$ cat config.mk
export PLATFORM = sky130hd
export DESIGN_NAME = fault_seq_top
export DESIGN_NICKNAME = d
export VERILOG_FILES = /design/src/rtl/fltseq_pkg.sv /design/src/rtl/onehot_ring.sv /design/src/rtl/stuck_gate.sv /design/src/rtl/shannon_cell.sv /design/src/rtl/fault_seq_top.sv
export SDC_FILE = /design/constraint.sdc
export NUM_CORES = 1
export LEC_CHECK = 0
export ABC_AREA = 1
export BUFFER_PORTS_ARGS = -buffer_cell sky130_fd_sc_hd__buf_4
export CORE_AREA = 5 5 42 44
export CTS_BUF_LIST = sky130_fd_sc_hd__clkbuf_4 sky130_fd_sc_hd__clkbuf_8
export DETAILED_ROUTE_END_ITERATION = 8
export DIE_AREA = 0 0 47 49
export PLACE_DENSITY = 0.71
export SYNTH_ARGS = -nofsm -noshare
export SYNTH_HDL_FRONTEND = slang
export SYNTH_SLANG_ARGS = --single-unit
$ cat constraint.sdc
create_clock -name clk -period 0.91 [get_ports clk]
set_input_delay 0.091 -clock clk [delete_from_list [all_inputs] [get_ports clk]]
set_output_delay 0.091 -clock clk [all_outputs]
set_load 0.01 [all_outputs]
$ cat src/rtl/fltseq_pkg.sv
package fltseq_pkg;

    typedef enum logic [0:0] {
        ST_IDLE = 1'b0,
        ST_RUN  = 1'b1
    } seq_state_t;

endpackage

$ cat src/rtl/onehot_ring.sv
module onehot_ring #(
    parameter int N_POS = 6
) (
    input  logic             clk,
    input  logic             rst_n,
    input  logic             load,
    input  logic             shift,
    output logic [N_POS-1:0] ring_q,
    output logic             at_last
);

    localparam logic [N_POS-1:0] FIRST_POS = N_POS'(1);

    always_ff @(posedge clk) begin
        if (!rst_n) begin
            ring_q <= '0;
        end else if (load) begin
            ring_q <= FIRST_POS;
        end else if (shift) begin
            ring_q <= {ring_q[N_POS-2:0], ring_q[N_POS-1]};
        end
    end

    assign at_last = ring_q[N_POS-1];

    AST_RING_ONEHOT: assert property (@(posedge clk) disable iff (!rst_n)
        $onehot0(ring_q));

    AST_RING_LOAD: assert property (@(posedge clk) disable iff (!rst_n)
        load |=> (ring_q == FIRST_POS));

    AST_RING_STEP: assert property (@(posedge clk) disable iff (!rst_n)
        (shift && !load) |=> (ring_q[0] == $past(ring_q[N_POS-1]))
                             && (ring_q[N_POS-1:1] == $past(ring_q[N_POS-2:0])));

endmodule

$ cat src/rtl/stuck_gate.sv
module stuck_gate #(
    parameter bit STUCK_VAL = 1'b1
) (
    input  logic node_in,
    input  logic en,
    output logic node_out
);

    generate
        if (STUCK_VAL) begin : g_sa1
            assign node_out = node_in | en;
        end else begin : g_sa0
            assign node_out = node_in & ~en;
        end
    endgenerate

endmodule

$ cat src/rtl/shannon_cell.sv
module shannon_cell #(
    parameter logic [15:0] GOOD_FN = 16'h6996,
    parameter logic [15:0] BAD_FN  = 16'h0FF0
) (
    input  logic [3:0] sel_in,
    input  logic       fault_sel,
    output logic       cell_out
);

    logic good_bit;
    logic bad_bit;

    assign good_bit = GOOD_FN[sel_in];
    assign bad_bit  = BAD_FN[sel_in];
    assign cell_out = fault_sel ? bad_bit : good_bit;

endmodule

$ cat src/rtl/fault_seq_top.sv
module fault_seq_top #(
    parameter int                    N_FAULTS  = 6,
    parameter logic [N_FAULTS-1:0]   STUCK_POL = 6'b101010,
    parameter int                    CELL_POS  = 3,
    parameter logic [15:0]           GOOD_FN   = 16'h6996,
    parameter logic [15:0]           BAD_FN    = 16'h0FF0
) (
    input  logic                clk,
    input  logic                rst_n,
    input  logic                init_i,
    input  logic                advance_i,
    input  logic [N_FAULTS-1:0] node_i,
    input  logic [3:0]          cell_in_i,
    output logic [N_FAULTS-1:0] fault_en_o,
    output logic [N_FAULTS-1:0] node_o,
    output logic                cell_o,
    output logic                last_fault_o
);

    import fltseq_pkg::*;

    seq_state_t state_q;
    seq_state_t state_d;
    logic       ring_load;
    logic       ring_shift;
    logic       ring_last;
    logic       wrap_d;
    logic       wrap_q;

    // state register and wrap pulse register
    always_ff @(posedge clk) begin
        if (!rst_n) begin
            state_q <= ST_IDLE;
            wrap_q  <= 1'b0;
        end else begin
            state_q <= state_d;
            wrap_q  <= wrap_d;
        end
    end

    // next state and control outputs
    always_comb begin
        state_d    = state_q;
        ring_load  = 1'b0;
        ring_shift = 1'b0;
        wrap_d     = 1'b0;
        unique case (state_q)
            ST_IDLE: begin
                if (init_i) begin
                    ring_load = 1'b1;
                    state_d   = ST_RUN;
                end
            end
            ST_RUN: begin
                if (init_i) begin
                    ring_load = 1'b1;
                end else if (advance_i) begin
                    ring_shift = 1'b1;
                    wrap_d     = ring_last;
                end
            end
            default: begin
                state_d = ST_IDLE;
            end
        endcase
    end

    onehot_ring #(
        .N_POS (N_FAULTS)
    ) u_ring (
        .clk     (clk),
        .rst_n   (rst_n),
        .load    (ring_load),
        .shift   (ring_shift),
        .ring_q  (fault_en_o),
        .at_last (ring_last)
    );

    assign last_fault_o = wrap_q;

    generate
        for (genvar k = 0; k < N_FAULTS; k++) begin : g_site
            stuck_gate #(
                .STUCK_VAL (STUCK_POL[k])
            ) u_gate (
                .node_in  (node_i[k]),
                .en       (fault_en_o[k]),
                .node_out (node_o[k])
            );

            AST_SITE_FORCED: assert property (@(posedge clk) disable iff (!rst_n)
                fault_en_o[k] |-> (node_o[k] == STUCK_POL[k]));

            AST_SITE_CLEAN: assert property (@(posedge clk) disable iff (!rst_n)
                !fault_en_o[k] |-> (node_o[k] == node_i[k]));
        end
    endgenerate

    shannon_cell #(
        .GOOD_FN (GOOD_FN),
        .BAD_FN  (BAD_FN)
    ) u_cell (
        .sel_in    (cell_in_i),
        .fault_sel (fault_en_o[CELL_POS]),
        .cell_out  (cell_o)
    );

    AST_IDLE_QUIET: assert property (@(posedge clk) disable iff (!rst_n)
        (state_q == ST_IDLE) |-> (fault_en_o == '0) && !last_fault_o);

    AST_WRAP_AT_FIRST: assert property (@(posedge clk) disable iff (!rst_n)
        last_fault_o |-> fault_en_o[0]);

    AST_WRAP_SINGLE: assert property (@(posedge clk) disable iff (!rst_n)
        last_fault_o |=> !last_fault_o || $past(advance_i && !init_i));

    AST_INIT_WINS: assert property (@(posedge clk) disable iff (!rst_n)
        (init_i && advance_i) |=> (fault_en_o == N_FAULTS'(1)) && !last_fault_o);

    AST_RUN_NONEMPTY: assert property (@(posedge clk) disable iff (!rst_n)
        (state_q == ST_RUN) |-> $countones(fault_en_o) == 1);

endmodule

==> summary.txt <==
Outcome
  – Status: complete, but fails checks
  – Violated checks: negative setup slack

Setup path
  – CP Capture Type: primary output
  – FF-to-FF path depth: 4
  – CP required: roughly 820 ps
  – CP max FO: 3
  – R2R Path Start: state_q$_SDFF_PN0_
  – RR Endpoint: u_ring.ring_q[2]$_SDFFE_PP0P_
  – Reg2reg setup slack: 110 ps
  – CP Launch Type: register
  – WP data arrival: 1060 ps
  – Crit Path Category: register to primary output

Synthesis
  – Sequential area share after synthesis: 0.3137
  – Synth Area in Adders: 0
  – Netlist cell types: 17
  – Xor-xnor portion of the synthesized cell area: 0.01716
  – Syn nets: 89
  – Synth Area in Compound Gates: 0.08578
  – Mux contribution to synthesized area: 0
  – Synth warn: 0
  – Cells after Synth: 75
  – Largest family of logic cells by synthesized area: simple AND/OR/NAND/NOR gates
  – Synthesized flop and latch total: 8
  – Simple-gate share of the synthesized area: 0.3088
  – Post-synth design cell area: 510.5 µm²
  – Post-Syn Area per Cell: about 6.8 µm²

Clock tree
  – CTS tree: yes
  – CTS Buf Count: 3
  – Later-pin clock latency in the skew report: approximately 250 ps
  – Hold_buf cts: 0
  – CTS root buf: clkbuf_4
  – Clk slew on worst S/H paths: 60 ps
  – H-Tree Depth: 1
  – Buffer depth of the longest clock path: 2
  – Total clock sinks: 8

Timing
  – Min cycle time layout: 1156 ps
  – RSZ-0062 raised after global routing: yes
  – Setup TNS: -787.6 ps
  – # setup viols final: 5
  – Clock Skew: 4.818 ps
  – Worst-margin pin slew: between 150 and 200 ps
  – Tcrit/Tclk final: 1.270
  – Final hold violations: 0
  – Count of pins over their slew limit: 0
  – Slew margin rel.: 0.8823
  – Post-route setup slack: -245.6 ps
  – F_max: 865.4 MHz

Cells and area
  – Share of cells above drive strength 1: 0.5842
  – Core Util, Final: 0.5607
  – Final Instance Area: 785.8 µm²
  – Nets: 117
  – Fillers: 145
  – Final Non-Filler Cells: 117
  – # diodes: 0
  – Syn-to-layout area delta: 53.92%

Pwr
  – Leakage Power: 0.4326 nW
  – Final Power: 0.8819 mW
  – Peak supply drop: 0.0006229 V
  – P per Cell Area: between 1000 and 1500 mW/mm²

Worst hold path
  – Hold depth: 2
  – Min-Delay Startpoint: init_i
  – Hold Crit Endpoint: last_fault_o$_SDFF_PP0_
  – Hold Crit Class: input port to register

Global route
  – GRT overflow: 0
  – Global-route wire length before repair: ~1.7 mm
  – Largest net degree at the start of global routing: 6
  – Initial antenna violation count: 0
  – GRT Overall Usage: 0.09782
  – Number of global-route vias before repair: 475

Run
  – Max cap viols: 0

Detailed routing
  – Vias: 498
  – DRC Markers: 0
  – Final WL: 1.140 mm
  – Drt pass-1 iters: 2
  – Average wire per standard cell: between 9 and 10 µm
  – DR vias/cell: around 4.3
  – DRT antenna net count: 0
  – DR iter-0 viols: 5

Die
  – Row cnt: 14
  – Die Wd: around 47 µm
  – Die height: 49 µm
  – Area of the die: roughly 0.0023 mm²
  – # IOs: 28
  – Core region area: between 0.001 and 0.0015 mm²
  – Initial core utilization: 0.3643

Placed design
  – Port Buffers: 27
  – Gpl congestion: slightly above 0.7
  – Post-detail-place hpwl: roughly 880 µm
  – Dpl cells: roughly 110
  – Post-DP Area: 665.6 µm²
cells in the mapped netlist:
library cell	n	area, µm²
or2_2	3	18.77
nor2_1	15	56.30
inv_1	9	33.78
a21oi_2	1	8.760
o21ai_1	3	15.01
nor3_1	1	5.000
nand2_4	2	22.52
nor2_2	1	6.260
inv_2	2	7.510
xnor2_1	1	8.760
o21ai_0	2	10.01
a21oi_1	2	10.01
buf_4	12	90.09
clkinv_4	1	8.760
nand2_1	9	33.78
dfxtp_1	8	160.2
nand3_1	3	15.01
through the flow:
| step | hold WS (ps) | worst slack, ps |
|---|---|---|
| final | 37.89 | -245.6 |
| after global routing | 38.36 | -304.2 |
| after CTS | 27.55 | -218.9 |
| after detailed placement | 301.4 | 18.16 |
| after global placement | 293.9 | 33.70 |
| after floorplan | 169.5 | 95.84 |
kinds of logic after synthesis:
group	Yosys count
AO/OA/AOI/OAI	8
XOR/XNOR	1
buffers and inverters	24
flip-flops	8
AND/OR/NAND/NOR	34
critical path, cell delays in order (launching register included):
cell and delay [ps]:
dfxtp_4 350, buf_4 130, or2_4 220, buf_6 120
final cells by class:
| class | count | area, µm² | area share |
|---|---|---|---|
| Clock buffer | 3 | 22.52 | 0.02866 |
| Timing Repair Buffer | 35 | 296.5 | 0.3774 |
| Sequential cell | 8 | 171.4 | 0.2182 |
| Inverter | 12 | 52.55 | 0.06688 |
| Multi-Input combinational cell | 43 | 222.7 | 0.2834 |
| Tap cell | 16 | 20.02 | 0.02548 |
routing by layer:
metal | vias to the layer above | part of all wire | routed length, µm | track usage
li1 | 269 | - | - | -
met5 | - | 0 | 0 | 0
met4 | 0 | 0 | 0 | 0.04147
met2 | 16 | 0.53 | 604 | 0.1719
met3 | 0 | 0.10 | 114 | 0.02952
met1 | 213 | 0.37 | 421 | 0.1009
what timing repair did:
| action | 4_1_cts | 5_1_grt |
|---|---|---|
| endpoints found under the setup margin | 9 | 8 |
| pin swaps | 5 | 5 |
| buffers inserted | 1 | 4 |
| resized for setup | 17 | 9 |
worst max-delay path by stage:
stage / start / to / slack [ps] / cells after the start
detailed placement: u_ring.ring_q[3]$_SDFFE_PP0P_ / cell_o / 20 / 7
global placement: u_ring.ring_q[3]$_SDFFE_PP0P_ / cell_o / 30 / 7
CTS: u_ring.ring_q[3]$_SDFFE_PP0P_ / cell_o / -220 / 7
global route: u_ring.ring_q[3]$_SDFFE_PP0P_ / cell_o / -300 / 7
floorplan: u_ring.ring_q[3]$_SDFFE_PP0P_ / node_o[3] / 100 / 2
finish: u_ring.ring_q[3]$_SDFFE_PP0P_ / node_o[3] / -250 / 3
registers in the layout, summed over array words and instances (netlist names):
register       flops
u_ring.ring_q      6
last_fault_o       1
state_q            1
placed cells by master (no fill, tap or decap), drive strengths merged:
master / count
buf: 35
nor2: 16
nand2: 11
inv: 11
dfxtp: 8
o21ai: 5
or2: 3
nand3: 3
clkbuf: 3
a21oi: 3
xnor2: 1
clkinv: 1
nor3: 1
power by group:
| part | switching [mW] | leakage (nW) | total, mW | internal [mW] |
|---|---|---|---|---|
| combinational | 0.104 | 0.350 | 0.240 | 0.136 |
| clock | 0.119 | 0.0138 | 0.270 | 0.151 |
| sequential | 0.00982 | 0.0684 | 0.371 | 0.362 |
| total | 0.233 | 0.433 | 0.882 | 0.649 |
(Power assumes the default switching activity.)
